===== src/rtl/serchan_pkg.sv =====
package serchan_pkg;

  typedef enum logic [1:0] {
    MODE_NORMAL = 2'd0,
    MODE_ECHO   = 2'd1,
    MODE_LOCAL  = 2'd2,
    MODE_REMOTE = 2'd3
  } chanMode_e;

  typedef enum logic [2:0] {
    PAR_NONE  = 3'd0,
    PAR_ODD   = 3'd1,
    PAR_EVEN  = 3'd2,
    PAR_MARK  = 3'd3,
    PAR_SPACE = 3'd4
  } parity_e;

  typedef struct packed {
    chanMode_e  mode;
    parity_e    parity;
    logic       twoStop;
    logic [1:0] lenCode;
  } lineCfg_t;

  // strobes and settings from control to datapath
  typedef struct packed {
    logic     rxEn;
    logic     txAllow;
    logic     rxHold;
    logic     flushRx;
    logic     flushTx;
    lineCfg_t cfg;
  } ctlStrobe_t;

  function automatic lineCfg_t decodeFmt(input logic [7:0] f);
    lineCfg_t c;
    c.mode    = chanMode_e'(f[7:6]);
    c.twoStop = f[2];
    c.lenCode = f[1:0];
    case (f[5:3])
      3'b001:  c.parity = PAR_ODD;
      3'b010:  c.parity = PAR_EVEN;
      3'b100:  c.parity = PAR_MARK;
      3'b110:  c.parity = PAR_SPACE;
      default: c.parity = PAR_NONE;
    endcase
    return c;
  endfunction

  function automatic logic parityBit(input logic [7:0] d, input parity_e p);
    case (p)
      PAR_ODD:  return ~(^d);
      PAR_EVEN: return ^d;
      PAR_MARK: return 1'b1;
      default:  return 1'b0;
    endcase
  endfunction

endpackage


===== src/rtl/serchan_ctrl.sv =====
module serchan_ctrl
  import serchan_pkg::*;
(
  input  logic       clk,
  input  logic       rstN,
  input  logic       cmdWr,
  input  logic [7:0] cmdData,
  input  logic [7:0] fmtReg,
  input  logic       ctsFlowEn,
  input  logic [3:0] modemIn,
  input  logic       txBusy,
  input  logic       rxBusy,
  output ctlStrobe_t ctl,
  output logic [7:0] cmdWord,
  output logic [7:0] chanStat,
  output logic [3:0] blockStat,
  output logic [3:0] modemStat
);

  logic [7:0] cmdQ;
  logic       failQ;
  lineCfg_t   cfgQ;
  logic       rxEnQ;
  logic       txEnQ;
  logic [3:0] modemQ;

  lineCfg_t newCfg;
  logic     cmdBad;
  logic     cfgReq;
  logic     execNow;
  logic     applyNow;
  logic     ctsBlock;
  logic     modeTxOk;

  assign newCfg   = decodeFmt(fmtReg);
  assign cmdBad   = (cmdQ[0] & cmdQ[1]) | (cmdQ[4] & cmdQ[5]) | (cmdQ[6] & cmdQ[7]);
  assign cfgReq   = cmdQ[0] | cmdQ[1];
  assign execNow  = (cmdQ != 8'h00) && (cmdBad || !cfgReq || !(txBusy || rxBusy));
  assign applyNow = execNow && !cmdBad;
  assign ctsBlock = ctsFlowEn && !modemQ[0];
  assign modeTxOk = (cfgQ.mode == MODE_NORMAL) || (cfgQ.mode == MODE_LOCAL);

  always_ff @(posedge clk) begin
    if (!rstN) begin
      cmdQ   <= 8'h00;
      failQ  <= 1'b0;
      cfgQ   <= decodeFmt(8'h03);
      rxEnQ  <= 1'b0;
      txEnQ  <= 1'b0;
      modemQ <= 4'h0;
    end else begin
      modemQ <= modemIn;
      if (cmdQ == 8'h00) begin
        if (cmdWr) cmdQ <= cmdData;
      end else if (execNow) begin
        cmdQ  <= 8'h00;
        failQ <= cmdBad;
        if (!cmdBad) begin
          if (cmdQ[0])      cfgQ      <= newCfg;
          else if (cmdQ[1]) cfgQ.mode <= newCfg.mode;
          if (cmdQ[4]) rxEnQ <= 1'b1;
          if (cmdQ[5]) rxEnQ <= 1'b0;
          if (cmdQ[6]) txEnQ <= 1'b1;
          if (cmdQ[7]) txEnQ <= 1'b0;
        end
      end
    end
  end

  always_comb begin
    ctl.rxEn    = rxEnQ;
    ctl.rxHold  = cfgReq;
    ctl.txAllow = txEnQ && !cfgReq && !ctsBlock && modeTxOk;
    ctl.flushRx = applyNow && cmdQ[2];
    ctl.flushTx = applyNow && cmdQ[3];
    ctl.cfg     = cfgQ;
  end

  assign cmdWord   = cmdQ;
  assign chanStat  = {7'b0, failQ};
  assign blockStat = {ctsBlock && txEnQ, 1'b0, !txEnQ, !rxEnQ};
  assign modemStat = modemQ;

  // a pending command with both engines idle completes on the next edge
  a_r2_cmd_completes: assert property (@(posedge clk) disable iff (!rstN)
    (cmdQ != 8'h00 && !txBusy && !rxBusy) |=> (cmdQ == 8'h00));

  // the active format never moves while a frame is in flight
  a_r9_cfg_frozen: assert property (@(posedge clk) disable iff (!rstN)
    (txBusy || rxBusy) |-> $stable(cfgQ));

endmodule


===== src/rtl/serchan_dp.sv =====
module serchan_dp
  import serchan_pkg::*;
#(
  parameter int OVS = 16
) (
  input  logic       clk,
  input  logic       rstN,
  input  logic       tickEn,
  input  ctlStrobe_t ctl,
  input  logic [7:0] txData,
  input  logic       txValid,
  output logic       txReady,
  output logic [7:0] rxData,
  output logic       rxValid,
  input  logic       rxReady,
  input  logic       serRx,
  input  logic       brkReq,
  input  logic       dtrReq,
  input  logic       rtsReq,
  output logic       serTx,
  output logic       dtrOut,
  output logic       rtsOut,
  output logic [3:0] errStat,
  output logic       txBusy,
  output logic       rxBusy
);

  localparam int CNT_W   = (OVS > 2) ? $clog2(OVS) : 1;
  localparam int HALF    = OVS / 2;
  localparam int FRAME_W = 12;
  localparam logic [CNT_W-1:0] BIT_END  = CNT_W'(OVS - 1);
  localparam logic [CNT_W-1:0] HALF_END = CNT_W'(HALF - 1);

  typedef enum logic [1:0] {RX_IDLE, RX_START, RX_BITS, RX_WAITHI} rxState_e;

  logic [3:0] nData;
  logic       hasPar;
  logic [7:0] dataMask;

  assign nData    = 4'd5 + {2'b00, ctl.cfg.lenCode};
  assign hasPar   = ctl.cfg.parity != PAR_NONE;
  assign dataMask = 8'hFF >> (2'd3 - ctl.cfg.lenCode);

  // ---------------- line synchroniser ----------------
  logic rxS1, rxS2;
  always_ff @(posedge clk) begin
    if (!rstN) begin
      rxS1 <= 1'b1;
      rxS2 <= 1'b1;
    end else begin
      rxS1 <= serRx;
      rxS2 <= rxS1;
    end
  end

  // ---------------- transmitter ----------------
  logic [FRAME_W-1:0] txShr;
  logic [FRAME_W-1:0] txFrame;
  logic [3:0]         txLeft;
  logic [3:0]         txLen;
  logic [CNT_W-1:0]   txCnt;
  logic               txLine;

  always_comb begin
    txFrame    = '1;
    txFrame[0] = 1'b0;
    for (int i = 0; i < 8; i++) begin
      if (i < int'(nData)) txFrame[1 + i] = txData[i];
    end
    if (hasPar) txFrame[4'd1 + nData] = parityBit(txData & dataMask, ctl.cfg.parity);
    txLen = 4'd1 + nData + {3'b000, hasPar} + (ctl.cfg.twoStop ? 4'd2 : 4'd1);
  end

  assign txBusy  = txLeft != 4'd0;
  assign txReady = !txBusy && ctl.txAllow;
  assign txLine  = txShr[0];

  always_ff @(posedge clk) begin
    if (!rstN || ctl.flushTx) begin
      txShr  <= '1;
      txLeft <= 4'd0;
      txCnt  <= '0;
    end else if (txValid && txReady) begin
      txShr  <= txFrame;
      txLeft <= txLen;
      txCnt  <= '0;
    end else if (txBusy && tickEn) begin
      if (txCnt == BIT_END) begin
        txCnt  <= '0;
        txShr  <= {1'b1, txShr[FRAME_W-1:1]};
        txLeft <= txLeft - 4'd1;
      end else begin
        txCnt <= txCnt + 1'b1;
      end
    end
  end

  // ---------------- receiver ----------------
  rxState_e         rxSt;
  logic [CNT_W-1:0] rxCnt;
  logic [3:0]       rxIdx;
  logic [8:0]       rxBits;
  logic [7:0]       rxDataQ;
  logic             rxValidQ;
  logic [3:0]       errQ;
  logic             rxLine;
  logic [3:0]       lastIdx;
  logic [7:0]       rxWord;
  logic             rxParBit;
  logic             parOk;
  logic             isBreak;

  always_comb begin
    case (ctl.cfg.mode)
      MODE_LOCAL:  rxLine = txLine;
      MODE_REMOTE: rxLine = 1'b1;
      default:     rxLine = rxS2;
    endcase
  end

  assign lastIdx  = nData + {3'b000, hasPar};
  assign rxWord   = rxBits[7:0] & dataMask;
  assign rxParBit = rxBits[nData];
  assign parOk    = !hasPar || (rxParBit == parityBit(rxWord, ctl.cfg.parity));
  assign isBreak  = !rxLine && (rxWord == 8'h00) && (!hasPar || !rxParBit);
  assign rxBusy   = (rxSt == RX_START) || (rxSt == RX_BITS);

  always_ff @(posedge clk) begin
    if (!rstN) begin
      rxSt     <= RX_IDLE;
      rxCnt    <= '0;
      rxIdx    <= 4'd0;
      rxBits   <= '0;
      rxDataQ  <= 8'h00;
      rxValidQ <= 1'b0;
      errQ     <= 4'h0;
    end else begin
      if (rxValidQ && rxReady) rxValidQ <= 1'b0;
      if (ctl.flushRx) begin
        rxValidQ <= 1'b0;
        errQ     <= 4'h0;
        rxSt     <= RX_IDLE;
      end else if (!ctl.rxEn) begin
        rxSt <= RX_IDLE;
      end else begin
        case (rxSt)
          RX_IDLE: begin
            if (!ctl.rxHold && !rxLine) begin
              rxSt  <= RX_START;
              rxCnt <= '0;
            end
          end
          RX_START: begin
            if (tickEn) begin
              if (rxCnt == HALF_END) begin
                rxCnt  <= '0;
                rxIdx  <= 4'd0;
                rxBits <= '0;
                rxSt   <= rxLine ? RX_IDLE : RX_BITS;
              end else begin
                rxCnt <= rxCnt + 1'b1;
              end
            end
          end
          RX_BITS: begin
            if (tickEn) begin
              if (rxCnt == BIT_END) begin
                rxCnt <= '0;
                if (rxIdx == lastIdx) begin
                  if (isBreak) begin
                    errQ[3] <= 1'b1;
                  end else begin
                    if (rxValidQ && !rxReady) begin
                      errQ[0] <= 1'b1;
                    end else begin
                      rxDataQ  <= rxWord;
                      rxValidQ <= 1'b1;
                    end
                    if (!parOk)  errQ[1] <= 1'b1;
                    if (!rxLine) errQ[2] <= 1'b1;
                  end
                  rxSt <= rxLine ? RX_IDLE : RX_WAITHI;
                end else begin
                  rxBits[rxIdx] <= rxLine;
                  rxIdx         <= rxIdx + 4'd1;
                end
              end else begin
                rxCnt <= rxCnt + 1'b1;
              end
            end
          end
          default: begin
            if (rxLine) rxSt <= RX_IDLE;
          end
        endcase
      end
    end
  end

  assign rxData  = rxDataQ;
  assign rxValid = rxValidQ;
  assign errStat = errQ;

  // ---------------- line output stage ----------------
  always_ff @(posedge clk) begin
    if (!rstN) begin
      serTx  <= 1'b1;
      dtrOut <= 1'b0;
      rtsOut <= 1'b0;
    end else begin
      dtrOut <= dtrReq;
      rtsOut <= rtsReq;
      if (brkReq)                           serTx <= 1'b0;
      else if (ctl.cfg.mode == MODE_LOCAL)  serTx <= 1'b1;
      else if (ctl.cfg.mode == MODE_NORMAL) serTx <= txLine;
      else                                  serTx <= rxS2;
    end
  end

  // a held byte stays put until it is taken
  a_r7_hold_stable: assert property (@(posedge clk) disable iff (!rstN)
    (rxValid && !rxReady && !ctl.flushRx) |=> (rxValid && $stable(rxData)));

  // a break never comes with a new byte
  a_r8_break_no_byte: assert property (@(posedge clk) disable iff (!rstN)
    $rose(errStat[3]) |-> !$rose(rxValid));

  // a blocked transmitter does not start a frame
  a_r3_no_start_blocked: assert property (@(posedge clk) disable iff (!rstN)
    (!txBusy && !ctl.txAllow) |=> !txBusy);

  // an output flush leaves the transmitter idle
  a_r11_flush_idle: assert property (@(posedge clk) disable iff (!rstN)
    ctl.flushTx |=> (!txBusy && txLine));

endmodule


===== src/rtl/serchan_core.sv =====
module serchan_core
  import serchan_pkg::*;
#(
  parameter int OVS = 16
) (
  input  logic       clk,
  input  logic       rstN,
  input  logic       tickEn,
  input  logic [7:0] fmtReg,
  input  logic       cmdWr,
  input  logic [7:0] cmdData,
  output logic [7:0] cmdWord,
  output logic [7:0] chanStat,
  input  logic       dtrReq,
  input  logic       rtsReq,
  input  logic       brkReq,
  input  logic       ctsFlowEn,
  input  logic [3:0] modemIn,
  output logic [3:0] modemStat,
  output logic [3:0] blockStat,
  output logic [3:0] errStat,
  output logic       dtrOut,
  output logic       rtsOut,
  input  logic [7:0] txData,
  input  logic       txValid,
  output logic       txReady,
  output logic [7:0] rxData,
  output logic       rxValid,
  input  logic       rxReady,
  input  logic       serRx,
  output logic       serTx
);

  ctlStrobe_t ctl;
  logic       txBusy;
  logic       rxBusy;

  serchan_ctrl ctrl_i (
    .clk       (clk),
    .rstN      (rstN),
    .cmdWr     (cmdWr),
    .cmdData   (cmdData),
    .fmtReg    (fmtReg),
    .ctsFlowEn (ctsFlowEn),
    .modemIn   (modemIn),
    .txBusy    (txBusy),
    .rxBusy    (rxBusy),
    .ctl       (ctl),
    .cmdWord   (cmdWord),
    .chanStat  (chanStat),
    .blockStat (blockStat),
    .modemStat (modemStat)
  );

  serchan_dp #(.OVS(OVS)) dp_i (
    .clk     (clk),
    .rstN    (rstN),
    .tickEn  (tickEn),
    .ctl     (ctl),
    .txData  (txData),
    .txValid (txValid),
    .txReady (txReady),
    .rxData  (rxData),
    .rxValid (rxValid),
    .rxReady (rxReady),
    .serRx   (serRx),
    .brkReq  (brkReq),
    .dtrReq  (dtrReq),
    .rtsReq  (rtsReq),
    .serTx   (serTx),
    .dtrOut  (dtrOut),
    .rtsOut  (rtsOut),
    .errStat (errStat),
    .txBusy  (txBusy),
    .rxBusy  (rxBusy)
  );

endmodule


===== config.mk =====
export PLATFORM = sky130hd
export DESIGN_NAME = serchan_core
export DESIGN_NICKNAME = d
export VERILOG_FILES = /design/src/rtl/serchan_pkg.sv /design/src/rtl/serchan_ctrl.sv /design/src/rtl/serchan_dp.sv /design/src/rtl/serchan_core.sv
export SDC_FILE = /design/constraint.sdc
export NUM_CORES = 1
export LEC_CHECK = 0
export CORE_ASPECT_RATIO = 2
export CORE_MARGIN = 2
export CORE_UTILIZATION = 40
export DETAILED_ROUTE_END_ITERATION = 10
export DONT_BUFFER_PORTS = 1
export HOLD_SLACK_MARGIN = 0.02
export PLACE_DENSITY_LB_ADDON = 0.25
export RECOVER_POWER = 25
export SETUP_SLACK_MARGIN = 0.05
export SLEW_MARGIN = 30
export SYNTH_ARGS = -nofsm -noshare
export SYNTH_HDL_FRONTEND = slang
export SYNTH_SLANG_ARGS = --single-unit

===== constraint.sdc =====
create_clock -name clk -period 6.25 [get_ports clk]
set_input_delay 1.25 -clock clk [delete_from_list [all_inputs] [get_ports clk]]
set_output_delay 1.25 -clock clk [all_outputs]
set_load 0.1 [all_outputs]

; After elaboration in Yosys (flattened, before gate mapping)
; Cells that the tools add are included.
[op_classes]
add_sub_neg = 10
n_lt_le_gt_ge = 13
eq_ne = 24
shift = 1
mux = 78
bitwise_logic = 19
n_reduce_logical = 76
[ops]
columns = cell, count
row1 = two-way mux 4 bit, 14
row2 = two-way mux 12 bit, 4
row3 = two-way mux 9 bit, 5
row4 = AND reduction 7 bit, 4
row5 = two-way mux 1 bit, 27
row6 = two-way mux 2 bit, 12
row7 = two-way mux 8 bit, 3
row8 = logical AND 1 bit, 19
row9 = case mux 9 bit (2 select lines), 1
row10 = bitwise AND 8 bit, 2
row11 = logical NOT 8 bit, 2
row12 = "< comparator 3 x 4 -> 1 bit, first input constant", 4
row13 = AND reduction 4 bit, 4
row14 = AND reduction 8 bit, 2
row15 = XOR reduction 8 bit, 2
row16 = "< comparator 4 x 5 -> 1 bit, second input constant", 3
row17 = "inequality test 2 bit, second input constant", 7
row18 = nonzero test 2 bit, 7
row19 = logical NOT 1 bit, 13
row20 = "adder 4 x 1 -> 4 bit, second input constant", 3
row21 = bitwise mux 12 bit, 1
row22 = case mux 3 bit (4 select lines), 1
row23 = case mux 4 bit (3 select lines), 1
row24 = AND reduction 6 bit, 2
row25 = 38 further kinds, 78
[word_totals]
register_bits = 80
word_cells = 248

; Depth between registers and ports, before layout
[depth]
ltp_word = 12
mapped_depth = 12

; By module
; From an unflattened synthesis, not the netlist that was laid out.
[unflattened]
hier_cells = 538
area_unflattened_um2 = 4688.2
[modules_own_cells]
columns = mod, n_inst, cells_each, area_per_inst_um2
row1 = serchan_dp, 1, 437, 3709.8
row2 = serchan_ctrl, 1, 101, 978.4

; Worst setup path before layout
; No wires, ideal clock.
[synth_path]
path_type = input to output
startpoint = input port ctsFlowEn
endpoint = output port txReady
arrival_ns = 2.731
setup_slack_ns = 2.269
cell_stages = 3
cell_sequence = nand2b_1 -> nand3_1 -> nor2_1
[synth_between]
elab_chain_len = 5
[synth_lines]
columns = item, line_no
row1 = from (decl), serchan_core.sv:17  ; input logic ctsFlowEn,
row2 = logical AND 1 bit, serchan_ctrl.sv:40  ; assign ctsBlock = ctsFlowEn && !modemQ[0];
row3 = logical NOT 1 bit, serchan_ctrl.sv:73  ; ctl.txAllow = txEnQ && !cfgReq && !ctsBlock && modeTxOk;
row4 = logical AND 1 bit (2 in series), serchan_ctrl.sv:73
row5 = logical AND 1 bit, serchan_dp.sv:75  ; assign txReady = !txBusy && ctl.txAllow;
row6 = to (decl), serchan_core.sv:26  ; output logic txReady,
; Every way passes these cells.

; Worst setup path in the final report
[layout_path]
startpoint = register ctrl_i.cmdQ[0], in the netlist ctrl_i.cmdWord[0]
endpoint = output port txReady
[layout_between]
elab_chain_len = 6
[layout_lines]
columns = item, line_no
row1 = from (decl), serchan_ctrl.sv:20  ; logic [7:0] cmdQ;
row2 = from (signal assigned), serchan_ctrl.sv:54  ; if (cmdWr) cmdQ <= cmdData;
row3 = OR 1 bit, serchan_ctrl.sv:37  ; assign cfgReq = cmdQ[0] | cmdQ[1];
row4 = logical NOT 1 bit, serchan_ctrl.sv:73
row5 = logical AND 1 bit (3 in series), serchan_ctrl.sv:73
row6 = logical AND 1 bit, serchan_dp.sv:75
; Every way passes these cells.

==> run_results.csv <==
group,metric,value,unit
sta,fin_crit,3.99,ns
global_route,grt_antenna_before_repair,0,
sta,finalSetupViolCount,0,
cells_and_area,final_cell_mix,"dfxtp_1 (80), nand2_1 (66), nor2_1 (46), mux2i_1 (32), a21oi_1 (30)",
worst_setup_path,path_class,"reg -> out",
drt,wirelength,11000,microns
placed_design,gp_congestion,0.804,
sta,fin_crit_sh,0.638,
clock_tree,clk_pin_slew_worst_paths,0.06,ns
drt,num_vias,3576,
die,rows,54,
worst_setup_path,end_kind,"primary output",
clock_tree,cts_setup_buffers,0,
die,core_region_area,10900,sq um
clock_tree,clockBufferDepth,2,
worst_setup_path,start_kind,"register",
run_status,status,"complete, but fails checks",
yosys,synth_top_area_share,0.356,
sta,clock_skew,0.00884,ns
yosys,ys_ff_latch,80,
worst_setup_path,cp_cell_sequence,"clkbuf_1 > nor2_1 > nand3_1 > nor2_4",
die,start_util,0.411,
global_route,grt-ovfl-total,0,
sta,fmax,251,MHz
drt,drc,0,
hold_path,hold_path_class,"reg -> reg",
placed_design,hpwl,8670,microns
yosys,ys_top_cells_by_area,"dfxtp_1 (36%), ha_1 (7.5%), mux2i_1 (7.1%)",
yosys,synthArstFlopShare,0,
power_and_ir_drop,cellPowerDensity,327,nW/um^2
power_and_ir_drop,p_leak,1.81,nW
clock_tree,clk_latency,0.34,ns
die,die_h,154,microns
die,io_pins,80,
sta,tns,0,ns
drt,detail-route-antenna-nets,0,
cells_and_area,drive_above_1_share,0.0744,
yosys,synth_area_leader_cell,"dfxtp_1",
yosys,yosysWarnings,0,
worst_setup_path,cp_max_fo,10,
drt,drtIter0Drc,169,
cells_and_area,layout_commonest_cell,"dfxtp_1",
clock_tree,cts_resized,0,
worst_setup_path,crit_required,5.00,ns
drt,wire_per_inst,16.6,microns
clock_tree,postCtsHoldBufs,0,
clock_tree,cts_buffers,9,
sta,hold_violations,0,
yosys,synth-main-ff-cell,"dfxtp_1",
placed_design,portBuffers,0,
global_route,grt_max_degree,36,
drt,drtPass1Iterations,4,
cells_and_area,areaGrowthSynthToFinish,7.73,%
power_and_ir_drop,vdd_drop_max,159,uV
sta,maxSlewHeadroom,-0.0269,
cells_and_area,diodes,0,
clock_tree,htree_num_levels,3,
sta,tightest_slew,1.54,ns
worst_setup_path,cp_slowest_cell,"nor2_1",
yosys,synth_seq_area_share,0.356,
global_route,grt_pass1_vias,3582,
sta,rsz0062_at_grt,"false",
clock_tree,root_buffer,"clkbuf_16",
run_status,violations,"max-capacitance violations, max-slew violations",
die,die_x,79.0,microns
worst_setup_path,cpPeakStageDelay,0.70,ns
cells_and_area,post-route-util,0.443,
worst_setup_path,r2r_setup_slack,2.58,ns
yosys,syn-cell-area,4500,sq um
sta,finalMaxSlewViolations,10,
yosys,syn_inst,528,
yosys,syn_avg_cell_area,8.52,sq um
drt,routed_via_density,5.39,
global_route,grt_first_pass_wirelength,18200,microns
clock_tree,tritoncts,"built",
global_route,grt_usage,0.192,
clock_tree,cts_sinks,80,
die,dieArea,12200,sq um
yosys,synth_edf_count,0,
power_and_ir_drop,power,1.59,mW
yosys,yosysUniqueCellTypes,61,
cells_and_area,nNetsFinal,588,
worst_setup_path,cp.arrival,2.74,ns
run,max-cap-violations,1,
[layer usage]
layer  GRT usage  routed length [microns]  vias up
met1       0.185                     3940     1713
met3      0.0516                      429       12
met4      0.0649                      207        0
li1            -                        -     1802
met2       0.374                     6440       49
met5           0                        0        -
[final timing paths]
path / startpoint / endpoint / cells after the start
worst max-delay path: ctrl_i.cmdWord[0] / txReady / 4
worst min-delay path: dp_i.rxS1 / dp_i.rxS2 / 1
worst max register to register: ctrl_i.cmdWord[0] / dp_i.rxBits[3] / 7
worst min register to register: dp_i.rxS1 / dp_i.rxS2 / 1
[kinds of logic after synthesis]
family | synth area share
xor+xnor | 0.0478
fa+ha+maj | 0.0885
compound gates | 0.130
buf+inv | 0.0604
other cells | 0.000834
mux | 0.0787
flops | 0.356
simple gates | 0.238
[cell usage after synthesis (5+ instances only)]
cell / count
dfxtp_1: 80
nand2_1: 66
nor2_1: 47
mux2i_1: 32
a21oi_1: 30
ha_1: 27
inv_1: 27
nand3_1: 25
xnor2_1: 17
o21ai_0: 15
clkbuf_1: 12
buf_4: 11
nor3_1: 10
a22oi_1: 8
and2_1: 8
nand2b_1: 8
o31ai_1: 8
buf_2: 7
nor2b_1: 6
a211oi_1: 5
or2_2: 5
xor2_1: 5
[sequential cells by signal, summed over array words and instances (netlist names)]
| name | flops |
|---|---|
| dp_i.txShr | 12 |
| dp_i.rxBits | 9 |
| ctrl_i.cmdWord | 8 |
| ctrl_i.ctl | 8 |
| dp_i.rxData | 8 |
| ctrl_i.modemStat | 4 |
| dp_i.errStat | 4 |
| dp_i.rxCnt | 4 |
| dp_i.rxIdx | 4 |
| dp_i.txCnt | 4 |
| dp_i.txLeft | 4 |
| dp_i.rxSt | 2 |
| ctrl_i.failQ | 1 |
| ctrl_i.rxEnQ | 1 |
| ctrl_i.txEnQ | 1 |
| dp_i.dtrOut | 1 |
| dp_i.rtsOut | 1 |
| dp_i.rxS1 | 1 |
| dp_i.rxS2 | 1 |
| dp_i.rxValid | 1 |
| dp_i.serTx | 1 |
[report_power, final]
group / switching, mW / internal (mW) / leakage (nW) / total, mW
logic: 0.288 / 0.131 / 1.03 / 0.419
registers: 0.131 / 0.542 / 0.649 / 0.673
clock network: 0.213 / 0.280 / 0.135 / 0.493
total: 0.632 / 0.954 / 1.81 / 1.59
[cell type report]
class	instances	area, sq um
clock buffers	10	239
clock inverters	6	42.5
fillers	1146	6100
inverters	29	109
multi-input cells	396	2660
flip-flops and latches	80	1600
well taps	140	175
repair buffers	3	15.0
[worst max-delay path: cells and delay by family, from the launching register on]
family,cells,cell delay [ns]
flops,1,0.30
buf+inv,1,0.62
simple gates,3,1.48
[through the flow]
step / worst slack (ns) / instances / cell area (sq um) / hold slack, ns
2_1_floorplan: 2.27 / 535 / 4520 / 0.386
3_3_place_gp: 2.66 / 648 / 4560 / 0.389
3_5_place_dp: 2.89 / 648 / 4580 / 0.398
4_1_cts: 2.69 / 664 / 4860 / 0.413
5_1_grt: 2.11 / 664 / 4850 / 0.439
6_report: 2.26 / 664 / 4850 / 0.407
Power figures use the tool's default switching activity.
